<file path="config.mk">
export PLATFORM = sky130hd
export DESIGN_NAME = isr_bank
export DESIGN_NICKNAME = d
export VERILOG_FILES = /design/src/rtl/isr_bank_pkg.sv /design/src/rtl/isr_state_word.sv /design/src/rtl/isr_route.sv /design/src/rtl/isr_bank.sv
export SDC_FILE = /design/constraint.sdc
export NUM_CORES = 1
export LEC_CHECK = 0
export BUFFER_PORTS_ARGS = -buffer_cell sky130_fd_sc_hd__buf_2
export CAP_MARGIN = 20
export CORE_MARGIN = 2
export CORE_UTILIZATION = 36
export CTS_BUF_LIST = sky130_fd_sc_hd__clkbuf_8
export DETAILED_ROUTE_END_ITERATION = 8
export PLACE_DENSITY = 0.61
export SYNTH_ARGS = -nofsm -noshare
export SYNTH_HDL_FRONTEND = slang
export SYNTH_SLANG_ARGS = --single-unit
</file>
<file path="constraint.sdc">
create_clock -name clk -period 3.8 [get_ports clk]
set_clock_uncertainty 0.15 [all_clocks]
set_input_delay 0 -clock clk [delete_from_list [all_inputs] [get_ports clk]]
set_output_delay 0 -clock clk [all_outputs]
set_load 0.05 [all_outputs]
</file>
<file path="src/rtl/isr_bank_pkg.sv">
package isr_bank_pkg;

    localparam int ADDR_W  = 10;
    localparam int BANK_IN = 16;

    localparam logic [ADDR_W-1:0] A_CTRL = 10'h000;
    localparam logic [ADDR_W-1:0] A_TYPE = 10'h001;

    localparam logic [1:0] K_ENA  = 2'd0;
    localparam logic [1:0] K_PEND = 2'd1;
    localparam logic [1:0] K_ACT  = 2'd2;

    typedef enum logic [2:0] {
        RG_NONE, RG_CTRL, RG_TYPE, RG_BITS, RG_TGT, RG_CFG
    } region_e;

    typedef struct packed {
        region_e    rg;
        logic [1:0] kind;
        logic       clr;
        logic [7:0] idx;
    } dec_t;

    function automatic dec_t decode_addr(input logic [ADDR_W-1:0] a);
        dec_t d;
        d.rg   = RG_NONE;
        d.kind = 2'd0;
        d.clr  = 1'b0;
        d.idx  = 8'd0;
        if (a == A_CTRL) begin
            d.rg = RG_CTRL;
        end else if (a == A_TYPE) begin
            d.rg = RG_TYPE;
        end else if (a[9:8] == 2'b00 && a[7:6] != 2'b00) begin
            d.rg   = RG_BITS;
            d.kind = a[7:6] - 2'd1;
            d.clr  = a[5];
            d.idx  = {3'b000, a[4:0]};
        end else if (a[9:8] == 2'b01) begin
            d.rg  = RG_TGT;
            d.idx = a[7:0];
        end else if (a[9:6] == 4'b1000) begin
            d.rg  = RG_CFG;
            d.idx = {2'b00, a[5:0]};
        end
        return d;
    endfunction

    function automatic logic [31:0] sel_mask(input logic hit, input dec_t d,
                                             input logic [1:0] k, input logic c,
                                             input logic [31:0] wd);
        return (hit && d.kind == k && d.clr == c) ? wd : 32'd0;
    endfunction

endpackage

</file>
<file path="src/rtl/isr_state_word.sv">
module isr_state_word (
    input  logic        clk,
    input  logic        rst,
    input  logic [31:0] ena_set,
    input  logic [31:0] ena_clr,
    input  logic [31:0] pend_set,
    input  logic [31:0] pend_clr,
    input  logic [31:0] act_set,
    input  logic [31:0] act_clr,
    input  logic [31:0] hw_set,
    output logic [31:0] ena,
    output logic [31:0] pend,
    output logic [31:0] act
);

    always_ff @(posedge clk) begin
        if (rst) begin
            ena  <= '0;
            pend <= '0;
            act  <= '0;
        end else begin
            ena  <= ena_set | (ena & ~ena_clr);
            pend <= pend_set | hw_set | (pend & ~pend_clr);
            act  <= act_set | (act & ~act_clr);
        end
    end

    assert_set_R2: assert property (@(posedge clk) disable iff (rst)
        (|ena_set) |=> ((ena & $past(ena_set)) == $past(ena_set)))
        else $error("enable set bits not applied");

    assert_clear_R2: assert property (@(posedge clk) disable iff (rst)
        ((|act_clr) && act_set == 32'd0) |=> ((act & $past(act_clr)) == 32'd0))
        else $error("active clear bits not applied");

    assert_hold_R2: assert property (@(posedge clk) disable iff (rst)
        (pend_set == 32'd0 && pend_clr == 32'd0 && hw_set == 32'd0) |=> $stable(pend))
        else $error("pending changed without cause");

endmodule

</file>
<file path="src/rtl/isr_route.sv">
module isr_route #(
    parameter int NUM_CPU   = 2,
    parameter int NUM_LINES = 64
) (
    input  logic                                 glob_en,
    input  logic [NUM_CPU-1:0][NUM_LINES-1:0]    ena,
    input  logic [NUM_CPU-1:0][NUM_LINES-1:0]    pend,
    input  logic [NUM_CPU-1:0][NUM_LINES-1:0]    act,
    input  logic [NUM_CPU-1:0][NUM_LINES-1:0]    tgt,
    output logic [NUM_CPU-1:0][NUM_LINES-1:0]    fire,
    output logic [NUM_CPU-1:0]                   irq
);

    always_comb begin
        for (int c = 0; c < NUM_CPU; c++) begin
            fire[c] = ena[c] & pend[c] & ~act[c] & tgt[c] & {NUM_LINES{glob_en}};
            irq[c]  = |fire[c];
        end
    end

endmodule

</file>
<file path="src/rtl/isr_bank.sv">
module isr_bank
    import isr_bank_pkg::*;
#(
    parameter int NUM_CPU   = 2,
    parameter int NUM_LINES = 64
) (
    input  logic                          clk,
    input  logic                          rst,
    input  logic                          req_valid,
    input  logic                          req_write,
    input  logic [$clog2(NUM_CPU)-1:0]    req_cpu,
    input  logic [ADDR_W-1:0]             req_addr,
    input  logic [31:0]                   req_wdata,
    output logic                          rd_valid,
    output logic [31:0]                   rd_data,
    input  logic [NUM_CPU*BANK_IN-1:0]    ppi_in,
    input  logic [NUM_LINES-33:0]         spi_in,
    output logic [NUM_CPU*NUM_LINES-1:0]  fire_map,
    output logic [NUM_CPU-1:0]            irq_out
);

    localparam int CPU_W = $clog2(NUM_CPU);
    localparam int LW    = $clog2(NUM_LINES);
    localparam int NW    = NUM_LINES / 32;
    localparam int NSH   = NUM_LINES - 32;
    localparam logic [31:0] TYPE_WORD = {24'd0, 3'(NUM_CPU - 1), 5'(NW - 1)};

    dec_t dec;
    logic wr;
    assign dec = decode_addr(req_addr);
    assign wr  = req_valid && req_write;

    logic glob_en;
    wire [NUM_CPU-1:0][NUM_LINES-1:0] v_ena, v_pend, v_act, v_tgt;
    wire [NUM_LINES-1:0]              edge_v;
    wire [NUM_LINES-1:0][7:0]         tgt_rd;
    logic [7:0]                       own_mask;
    logic [NUM_CPU*BANK_IN-1:0]       ppi_prev;
    logic [NSH-1:0]                   spi_prev;
    logic [NUM_CPU-1:0][NUM_LINES-1:0] fire;

    assign own_mask = 8'(1) << req_cpu;

    always_ff @(posedge clk) begin
        if (rst) begin
            glob_en  <= 1'b0;
            ppi_prev <= '0;
            spi_prev <= '0;
        end else begin
            if (wr && dec.rg == RG_CTRL) glob_en <= req_wdata[0];
            ppi_prev <= ppi_in;
            spi_prev <= spi_in;
        end
    end

    // Sense mode and target storage, one slice per line
    for (genvar n = 0; n < NUM_LINES; n++) begin : g_line
        if (n < 16) begin : g_fixed_cfg
            assign edge_v[n] = 1'b1;
        end else begin : g_rw_cfg
            logic edge_q;
            always_ff @(posedge clk) begin
                if (rst) edge_q <= 1'b0;
                else if (wr && dec.rg == RG_CFG && dec.idx == 8'(n / 16))
                    edge_q <= req_wdata[(n % 16) * 2 + 1];
            end
            assign edge_v[n] = edge_q;
        end

        if (n < 32) begin : g_own_tgt
            assign tgt_rd[n] = own_mask;
            for (genvar c = 0; c < NUM_CPU; c++) begin : g_c
                assign v_tgt[c][n] = 1'b1;
            end
        end else begin : g_sh_tgt
            logic [NUM_CPU-1:0] tq;
            always_ff @(posedge clk) begin
                if (rst) tq <= '0;
                else if (wr && dec.rg == RG_TGT && dec.idx == 8'(n / 4))
                    tq <= req_wdata[(n % 4) * 8 +: NUM_CPU];
            end
            assign tgt_rd[n] = 8'(tq);
            for (genvar c = 0; c < NUM_CPU; c++) begin : g_c
                assign v_tgt[c][n] = tq[c];
            end

            assert_level_R9: assert property (@(posedge clk) disable iff (rst)
                (!edge_v[n] && spi_in[n-32]) |=> v_pend[0][n])
                else $error("level line not pending while input high");

            assert_edge_R8: assert property (@(posedge clk) disable iff (rst)
                (edge_v[n] && spi_in[n-32] && !spi_prev[n-32]) |=> v_pend[0][n])
                else $error("rising edge not captured");
        end
    end

    // Private state word per CPU for lines 0..31
    for (genvar c = 0; c < NUM_CPU; c++) begin : g_bank
        wire        hit;
        wire [31:0] hw;
        logic [31:0] e, p, a;
        assign hit = wr && dec.rg == RG_BITS && dec.idx == 8'd0 && req_cpu == CPU_W'(c);
        for (genvar k = 0; k < 32; k++) begin : g_hw
            if (k < 16) begin : g_none
                assign hw[k] = 1'b0;
            end else begin : g_in
                assign hw[k] = edge_v[k]
                    ? (ppi_in[c*BANK_IN + k - 16] & ~ppi_prev[c*BANK_IN + k - 16])
                    : ppi_in[c*BANK_IN + k - 16];
            end
        end
        isr_state_word u_word (
            .clk(clk), .rst(rst),
            .ena_set (sel_mask(hit, dec, K_ENA,  1'b0, req_wdata)),
            .ena_clr (sel_mask(hit, dec, K_ENA,  1'b1, req_wdata)),
            .pend_set(sel_mask(hit, dec, K_PEND, 1'b0, req_wdata)),
            .pend_clr(sel_mask(hit, dec, K_PEND, 1'b1, req_wdata)),
            .act_set (sel_mask(hit, dec, K_ACT,  1'b0, req_wdata)),
            .act_clr (sel_mask(hit, dec, K_ACT,  1'b1, req_wdata)),
            .hw_set(hw), .ena(e), .pend(p), .act(a)
        );
        assign v_ena[c][31:0]  = e;
        assign v_pend[c][31:0] = p;
        assign v_act[c][31:0]  = a;

        assert_bank_isolate_R3: assert property (@(posedge clk) disable iff (rst)
            (wr && dec.rg == RG_BITS && dec.idx == 8'd0 && req_cpu != CPU_W'(c))
            |=> ($stable(v_ena[c][31:0]) && $stable(v_act[c][31:0])))
            else $error("private word changed by another CPU");
    end

    // Shared state words for lines 32 and up
    for (genvar w = 1; w < NW; w++) begin : g_shared
        wire        hit;
        wire [31:0] hw;
        logic [31:0] e, p, a;
        assign hit = wr && dec.rg == RG_BITS && dec.idx == 8'(w);
        for (genvar k = 0; k < 32; k++) begin : g_hw
            assign hw[k] = edge_v[w*32 + k]
                ? (spi_in[w*32 + k - 32] & ~spi_prev[w*32 + k - 32])
                : spi_in[w*32 + k - 32];
        end
        isr_state_word u_word (
            .clk(clk), .rst(rst),
            .ena_set (sel_mask(hit, dec, K_ENA,  1'b0, req_wdata)),
            .ena_clr (sel_mask(hit, dec, K_ENA,  1'b1, req_wdata)),
            .pend_set(sel_mask(hit, dec, K_PEND, 1'b0, req_wdata)),
            .pend_clr(sel_mask(hit, dec, K_PEND, 1'b1, req_wdata)),
            .act_set (sel_mask(hit, dec, K_ACT,  1'b0, req_wdata)),
            .act_clr (sel_mask(hit, dec, K_ACT,  1'b1, req_wdata)),
            .hw_set(hw), .ena(e), .pend(p), .act(a)
        );
        for (genvar c = 0; c < NUM_CPU; c++) begin : g_view
            assign v_ena[c][w*32 +: 32]  = e;
            assign v_pend[c][w*32 +: 32] = p;
            assign v_act[c][w*32 +: 32]  = a;
        end
    end

    isr_route #(.NUM_CPU(NUM_CPU), .NUM_LINES(NUM_LINES)) u_route (
        .glob_en(glob_en), .ena(v_ena), .pend(v_pend), .act(v_act), .tgt(v_tgt),
        .fire(fire), .irq(irq_out)
    );
    assign fire_map = fire;

    assert_gate_R11: assert property (@(posedge clk) disable iff (rst)
        !glob_en |-> (fire_map == '0 && irq_out == '0))
        else $error("forwarding while globally disabled");

    // Read path, registered
    logic [31:0]   rd_next;
    logic [LW-1:0] wbase;
    always_comb begin
        rd_next = '0;
        wbase   = LW'(int'(dec.idx) * 32);
        case (dec.rg)
            RG_CTRL: rd_next = {31'd0, glob_en};
            RG_TYPE: rd_next = TYPE_WORD;
            RG_BITS: if (int'(dec.idx) < NW) begin
                case (dec.kind)
                    K_ENA:   rd_next = v_ena[req_cpu][wbase +: 32];
                    K_PEND:  rd_next = v_pend[req_cpu][wbase +: 32];
                    K_ACT:   rd_next = v_act[req_cpu][wbase +: 32];
                    default: rd_next = '0;
                endcase
            end
            RG_TGT: if (int'(dec.idx) < NUM_LINES / 4) begin
                for (int b = 0; b < 4; b++)
                    rd_next[b*8 +: 8] = tgt_rd[LW'(int'(dec.idx) * 4 + b)];
            end
            RG_CFG: if (int'(dec.idx) < NUM_LINES / 16) begin
                for (int k = 0; k < 16; k++)
                    rd_next[k*2 + 1] = edge_v[LW'(int'(dec.idx) * 16 + k)];
            end
            default: rd_next = '0;
        endcase
    end

    always_ff @(posedge clk) begin
        if (rst) begin
            rd_valid <= 1'b0;
            rd_data  <= '0;
        end else begin
            rd_valid <= req_valid && !req_write;
            rd_data  <= (req_valid && !req_write) ? rd_next : 32'd0;
        end
    end

endmodule

</file>
==> flow_summary_export.csv <==
group,metric,value,unit
yosys,yosysMostFrequentCell,"dfxtp_1",
sta,worst_pin_slew,1.00,ns
critical_path,cp.depth,7,
critical_path,critPathSlowestCell,"or4_4",
yosys,netlist.area_leader.share,42.5,%
status,outcome,"finished, final reports clean",
power_and_ir_drop,leakage,0.0116,uW
yosys,ys_async_sr_fraction,0,%
critical_path,r2r_slack,1.26,ns
global_route,antenna_found_initial,5,
hold_path,hp-class,"in2reg",
yosys,yosys_warnings,0,
clock_tree,cts_tree,"yes",
yosys,ys_seq_area_share,42.5,%
sta,slew-limit-headroom,33.2,%
critical_path,cp_top_family,"simple AND/OR/NAND/NOR gates",
critical_path,crit_buf_inv,1,
placement,portBuffers,273,
global_route,grt_use_total,27.9,%
routing,wl,97800,microns
run,drv_cap,0,
power_and_ir_drop,p_int,8320,uW
power_and_ir_drop,switching_share,27.3,%
hold_path,worstHoldPathCells,3,
clock_tree,cts.sinks,498,
global_route,overflow,0,
critical_path,required,3.65,ns
yosys,syn_inst,2794,
yosys,synthFlopType,"dfxtp_1",
finish,drive_above_1_share,16.7,%
critical_path,r2r_cells,6,
finish,fill_cells,6392,
global_route,grt_max_degree,96,
clock_tree,root_buffer,"clkbuf_8",
global_route,grt_first_pass_wirelength,143000,microns
critical_path,cp_max_fo,14,
yosys,yosys.cell_types.count,56,
floorplanning,core.rowCount,93,
clock_tree,worst_skew_pair.late_latency,0.70,ns
floorplanning,io_pins,274,
floorplanning,initial_core_util,36.4,%
clock_tree,cts_buffers,87,
power_and_ir_drop,p_seq_share,47.0,%
power_and_ir_drop,p_clk_share,42.9,%
critical_path,cp.arrival,3.60,ns
finish,stdcell_count,4068,
sta,setup_viol,0,
yosys,syn_avg_cell_area,8.40,sq um
routing,vias,23700,
routing,drc,0,
yosys,synth.largest_area_cell,"dfxtp_1",
sta,finalMaxSlewViolations,0,
clock_tree,cts_buffer_depth,3,
power_and_ir_drop,pwr_density_cell,389,nW/um^2
floorplanning,die_h,259,microns
critical_path,worstSetupStartpointType,"flop",
floorplanning,core_area,64500,sq um
placement,gp_congestion,0.934,
yosys,yosys-top-cells-area,"dfxtp_1 (42%), a21oi_1 (6.1%), nand2_1 (5.3%)",
sta,hold_viol_final,0,
global_route,grt_pass1_vias,21900,
clock_tree,htreeDepth,3,
yosys,ys_ff_latch,498,
placement,place_inst,3710,
routing,wire_per_inst,24.0,microns
critical_path,cp_cell_sequence,"and4b_1 -> and2_1 -> or4_4 -> or4_1 -> or2_0 -> or4b_1 -> buf_4",
yosys,synth_edf_count,0,
yosys,syn_nets,2910,
sta,period_share,98.8,%
finish,areaGrowthSynthToFinish,25.3,%
routing,antenna_left,0,
sta,max_freq,266,MHz
clock_tree,path_clk_slew,0.06,ns
yosys,synthTopCellsByCount,"dfxtp_1 (498), nand2_1 (332), a21oi_1 (284)",
finish,final_nets,3261,
routing,dr.pass1.iters,6,
critical_path,criticalPathCategory,"reg2out",
floorplanning,dieWidth,259,microns
power_and_ir_drop,power.switching,3120,uW
sta,rsz0062_at_grt,"yes",
critical_path,slowest_delay,0.56,ns
placement,dpl.hpwl,65500,microns
yosys,synth.cell_area,23500,sq um
routing,viasPerCell,5.83,
floorplanning,dieArea,67200,sq um
power_and_ir_drop,ir_drop,0.000223,V
critical_path,critPathCaptureType,"output port",
power_and_ir_drop,pwr-share-comb,10.0,%
sta,setup_tns,0,ns
routing,drt_iter0_drc,2517,
sta,min_period,3.75,ns
-- placed cells by master (no fill, tap or decap), drive strengths merged, types with 5 or more instances in the layout --
cell,count
or2,14
mux2i,106
a31o,5
o31ai,10
or3,13
a221oi,65
a22oi,27
nand3,111
a21oi,284
nor4,21
o211ai,8
nor2,154
nand4,8
buf,346
dlygate4sd3,198
nand2,332
a221o,6
clkbuf,107
a311oi,118
clkinv,9
ha,5
mux2,29
nor3,35
o21ai,165
a211oi,33
or4,11
o22ai,12
nand2b,8
o221ai,19
and2,68
nand3b,117
a21o,6
inv,45
and4b,97
nor2b,99
dfxtp,498
-- state kept, by name, summed over array words and instances (netlist names), 48 cells and up --
name / cells
g_line.g_rw_cfg.edge_q: 48
g_bank.u_word.pend: 64
g_line.g_sh_tgt.tq: 64
g_bank.u_word.ena: 64
g_bank.u_word.act: 64
-- cell families after synthesis --
logic type | after synthesis | synth area share, %
compound gates | 768 | 20.9
xor+xnor | 1 | 0.0373
fa+ha+maj | 5 | 0.267
buf+inv | 293 | 4.75
flops | 498 | 42.5
mux | 135 | 5.91
simple gates | 1094 | 25.6
-- path summary, 6_finish.rpt --
check,end,startpoint
worst max register to register,rd_data[0],g_bank[0].u_word.act[0]
worst max-delay path,irq_out[1],glob_en
worst min register to register,g_line[44].g_rw_cfg.edge_q,g_line[44].g_rw_cfg.edge_q
worst min-delay path,spi_prev[8],spi_in[8]
-- cell type report --
cell class	count	area, sq um	area share, %
Clock buffer	106	1460	4.96
Sequential cell	498	9970	33.9
Timing Repair Buffer	545	4080	13.9
Antenna cell	3	7.51	0.0255
Multi-Input combinational cell	2003	12500	42.6
Clock inverter	48	253	0.860
Inverter	10	37.5	0.128
Tap cell	855	1070	3.64
-- stage by stage --
stage	power (uW)	hold WS, ns	util (%)	setup WS, ns	cell area [sq um]
floorplan	6020	-0.0218	-	0.650	23500
global placement	6440	0.0785	39.7	0.343	25600
detailed placement	6450	0.0854	39.7	0.344	25600
CTS	11500	0.00243	45.5	0.0199	29300
global route	11800	0.0394	45.6	-0.0319	29400
finish	11400	0.0265	45.6	0.0453	29400
-- per-layer routing --
| metal | vias up | global-route usage [%] | part of all wire [%] |
|---|---|---|---|
| met5 | - | 0 | 0.027 |
| met4 | 4 | 14.5 | 5.3 |
| met3 | 223 | 5.11 | 8.6 |
| met2 | 1230 | 43.5 | 45 |
| met1 | 11300 | 36.8 | 41 |
| li1 | 10900 | - | - |
-- power by group through the flow --
stage	sequential [uW]	clock, uW	combinational [uW]
2_1_floorplan	5460	0	554
3_3_place_gp	5490	0	951
3_5_place_dp	5490	0	953
4_1_cts	5380	4960	1110
5_1_grt	5390	5190	1200
6_report	5380	4910	1150
-- worst reg2reg max path: stages (launching register included) --
cell	delay, ns
dfxtp_1	0.32
a221oi_1	0.28
nor3_1	0.08
o21ai_0	0.49
a21oi_1	0.18
a311o_1	0.35
dlygate4sd3_1	0.56
-- timing repair --
| action | 4_1_cts | 5_1_grt |
|---|---|---|
| gates cloned | 0 | 0 |
| setup endpoints to repair | 2 | 4 |
| resized for setup | 4 | 4 |
| endpoints found under the hold margin | 485 | 0 |
| hold buffers | 198 | 0 |
| buffers inserted | 1 | 2 |
Power figures use the tool's default switching activity.
